===== src/rtl/dac_dbuf_reg.sv =====
module dac_dbuf_reg #(
  parameter int CODE_W = 10,
  parameter int BYTE_W = 8
) (
  input  logic              clk,
  input  logic              rst,
  input  logic              cs_n,
  input  logic              wr_n,
  input  logic              full_sel,
  input  logic              xfer_n,
  input  logic [CODE_W-1:0] din,
  output logic [CODE_W-1:0] code,
  output logic              upd
);
  localparam int LO_W = CODE_W - BYTE_W;

  logic [BYTE_W-1:0] hi_q;
  logic [LO_W-1:0]   lo_q;
  logic              wr_en;
  logic              xfer_en;

  assign wr_en   = !cs_n && !wr_n;
  assign xfer_en = !xfer_n && !wr_n && !full_sel;

  always_ff @(posedge clk) begin
    if (rst) begin
      hi_q <= '0;
      lo_q <= '0;
    end else if (wr_en) begin
      if (full_sel) begin
        hi_q <= din[CODE_W-1:LO_W];
        lo_q <= din[LO_W-1:0];
      end else begin
        lo_q <= din[CODE_W-1 -: LO_W];
      end
    end
  end

  always_ff @(posedge clk) begin
    if (rst) begin
      code <= '0;
      upd  <= 1'b0;
    end else begin
      if (xfer_en) code <= {hi_q, lo_q};
      upd <= xfer_en;
    end
  end

  p_latch_hold_r2: assert property (@(posedge clk) disable iff (rst)
    !wr_en |=> ($stable(hi_q) && $stable(lo_q)));

  p_upper_kept_r4: assert property (@(posedge clk) disable iff (rst)
    (wr_en && !full_sel) |=> $stable(hi_q));

  p_load_value_r5: assert property (@(posedge clk) disable iff (rst)
    xfer_en |=> (code == $past({hi_q, lo_q})));

  p_code_hold_r7: assert property (@(posedge clk) disable iff (rst)
    !xfer_en |=> $stable(code));

  p_full_blocks_r6: assert property (@(posedge clk) disable iff (rst)
    (full_sel || wr_n) |=> !upd);

  p_pulse_r9: assert property (@(posedge clk) disable iff (rst)
    xfer_en |=> upd);
endmodule


===== config.mk =====
export PLATFORM = sky130hd
export DESIGN_NAME = dac_dbuf_reg
export DESIGN_NICKNAME = d
export VERILOG_FILES = /design/src/rtl/dac_dbuf_reg.sv
export SDC_FILE = /design/constraint.sdc
export NUM_CORES = 1
export LEC_CHECK = 0
export ABC_AREA = 1
export BUFFER_PORTS_ARGS = -buffer_cell sky130_fd_sc_hd__buf_2
export CAP_MARGIN = 20
export CORE_MARGIN = 4
export CORE_UTILIZATION = 55
export DETAILED_ROUTE_END_ITERATION = 16
export HOLD_SLACK_MARGIN = 0.08
export PLACE_DENSITY = 0.83
export RECOVER_POWER = 50
export SLEW_MARGIN = 20
export SYNTH_ARGS = -nofsm -noshare
export SYNTH_HDL_FRONTEND = slang
export SYNTH_SLANG_ARGS = --single-unit

===== constraint.sdc =====
create_clock -name clk -period 1.45 [get_ports clk]
set_clock_uncertainty 0.15 [all_clocks]
set_input_delay 0.29 -clock clk [delete_from_list [all_inputs] [get_ports clk]]
set_output_delay 0.29 -clock clk [all_outputs]
set_load 0.1 [all_outputs]

==> impl_metrics.toml <==
[synthesis]
synthesis.nets = 157
synth_edf_count = 0
ys.flop_type = "dfxtp_1"
ys_warn_count = 0
synth.most_common_cell = "nand2_1"
synthArstFlopShare_pct = 0
syn_inst = 141
yosys.area.top_type = "dfxtp_1"
synth_top_area_share_pct = 39.9
synthTopCellsByCount = "25 x nand2_1, 22 x nor2_1, 21 x dfxtp_1, 21 x inv_1, 16 x a21oi_1"
synth_area_sq_um = 1050
avgSynthCellArea_sq_um = 7.47
ys_seq_area_share_pct = 39.9
ys_top_cells_by_area = "dfxtp_1 40%, nand2_1 8.9%, nand3_2 8.6%, nor2_1 7.8%, a21oi_1 7.6%"
synth.ff_latch_count = 21
synth_cell_types = 16

[sta]
post-route-period-util_pct = 91.9
max_slew_margin_pct = 70.8
tightest_slew_ns = 0.438
slew_viol_final = 0
final.setup.worst_slack_ns = 0.118
setup_viol = 0
fin_crit_ns = 1.33
tns_ns = 0
fmax_mhz = 751
rsz0062_at_grt = "no"
hold_viol = 0

[power_and_ir_drop]
power_density_nw_per_um2 = 927
ir_drop_uv = 549
leakage_uw = 0.000603

[min_path]
hold_path_end = "lo_q[0]$_SDFFE_PP0P_"
min-delay-start = "din[0]"
min_path_cells = 5
hp-class = "in2reg"

[critical_path]
slowest_delay_ns = 0.41
r2r_start = "hi_q[1]$_SDFFE_PP0P_"
crit_chain = "buf_12"
cp.required_ns = 1.01
r2r_setup_slack_ns = 0.62
start_kind = "register"
critical_path_depth = 1
crit_type = "reg2out"
ff2ff_path_depth = 4
crit_arrival_ns = 0.89
worst-path-buf-inv = 1
cp_max_fo = 2
r2r_end = "code[3]$_SDFFE_PP0P_"
slowest_stage = "dfxtp_1"
cp-end-kind = "output pin"
cp_top_family = "flip-flops"

[layout]
drive_gt1_share_pct = 24.7
nFillCells = 147
area_growth_syn_to_layout_pct = 24.1
nNetsFinal = 183
antenna_cells = 0
final_cells = 191

[global_route]
gr-total-overflow = 0
grt_max_degree = 24
antenna_found_initial = 0
grt_pass1_wl_microns = 3130
grtUsageTotal_pct = 15.4
grt_pass1_vias = 794

[placed_design]
portBuffers = 26
pre_cts_ws_ns = 0.199
gp_congestion = 0.782
place_inst = 186
hpwl_microns = 1440

[clocking]
cts_root_buf = "clkbuf_4"
ctsResizeCount = 0
htree_levels = 1
clock_path_buffers = 2
clock_latency_ns = 0.29
cts_buffers = 3
post_cts_buffers = 0
clkSlewWorstSetupHoldPaths_ns = 0.10
cts_num_sinks = 21
cts_tree = "built"

[floorplanning]
io_pins = 27
die_w_microns = 51.8
die_h_microns = 51.8
start_util_pct = 59.7
std_cell_rows = 15
die-area_sq_um = 2680
coreArea_sq_um = 1760

[routing]
vias = 929
antenna_left = 0
drt_wl_total_microns = 1920
routed_via_density = 4.86
first_iter_violations = 10
wl_per_cell_microns = 10.0
first_pass_iters = 4
post-route-drc-count = 0

[outcome]
outcome = "completed"

[run]
drv_cap = 0
[state kept, by name, indices dropped and copies added, names as in the netlist]
signal	cells
code	10
hi_q	8
lo_q	2
upd	1
[worst max path at each step]
stage	startpoint	endpoint	slack [ns]
after global routing	code[8]$_SDFFE_PP0P_	code[8]	0.09
after floorplan	code[1]$_SDFFE_PP0P_	code[1]	0.07
final	code[4]$_SDFFE_PP0P_	code[4]	0.12
after detailed placement	rst	code[4]$_SDFFE_PP0P_	0.20
after global placement	rst	hi_q[2]$_SDFFE_PP0P_	0.27
after CTS	code[4]$_SDFFE_PP0P_	code[4]	0.10
[layer usage]
metal	wire [microns]	up-vias	GRT usage, %	share of wire [%]
met2	950	30	26.1	50
li1	-	481	-	-
met5	0	-	0	0
met3	112	2	1.72	5.8
met1	831	416	18.3	43
met4	23	0	10.0	1.2
[kinds of logic after synthesis]
| kind of cell | share of synthesized area, % |
|---|---|
| AND/OR/NAND/NOR | 31.8 |
| buffers and inverters | 18.1 |
| flip-flops | 39.9 |
| AO/OA/AOI/OAI | 10.2 |
[placed cells by master, fill, tap and decap left out]
master,count
nand3_1,15
nor2_1,22
o21ai_1,2
buf_12,11
nand2_1,25
buf_2,14
inv_6,1
clkbuf_1,2
a21oi_1,16
dfxtp_1,21
nor2_4,1
nand3_2,3
nor2_2,2
a21oi_2,2
clkbuf_4,3
buf_4,2
dlygate4sd3_1,1
inv_1,21
clkbuf_2,2
[where the power goes]
part	switching [uW]	internal (uW)
registers	22.8	606
clock network	162	107
logic	201	114
total	386	827
[stage by stage]
stage,hold slack (ns),total power [uW],util (%),area (sq um)
after floorplan,0.212,873,-,1050
after global placement,0.315,958,74.8,1320
after detailed placement,0.322,968,74.8,1320
after CTS,0.132,1230,76.9,1360
after global routing,0.160,1260,74.1,1310
final,0.144,1210,74.1,1310
[final cells by class]
class                      instances  area [sq um]  area share [%]
sequential                        21           420            32.2
tap                               25          31.3            2.39
inverter                          22          87.6            6.70
timing repair buffer              31           329            25.2
multi-input combinational         88           413            31.6
clock buffer                       4          26.3            2.01
[repair_timing]
item,CTS,global route
hold endpoints to repair,1,0
hold buffers,1,0
endpoints found under the setup margin,0,0
(Power assumes the default switching activity.)
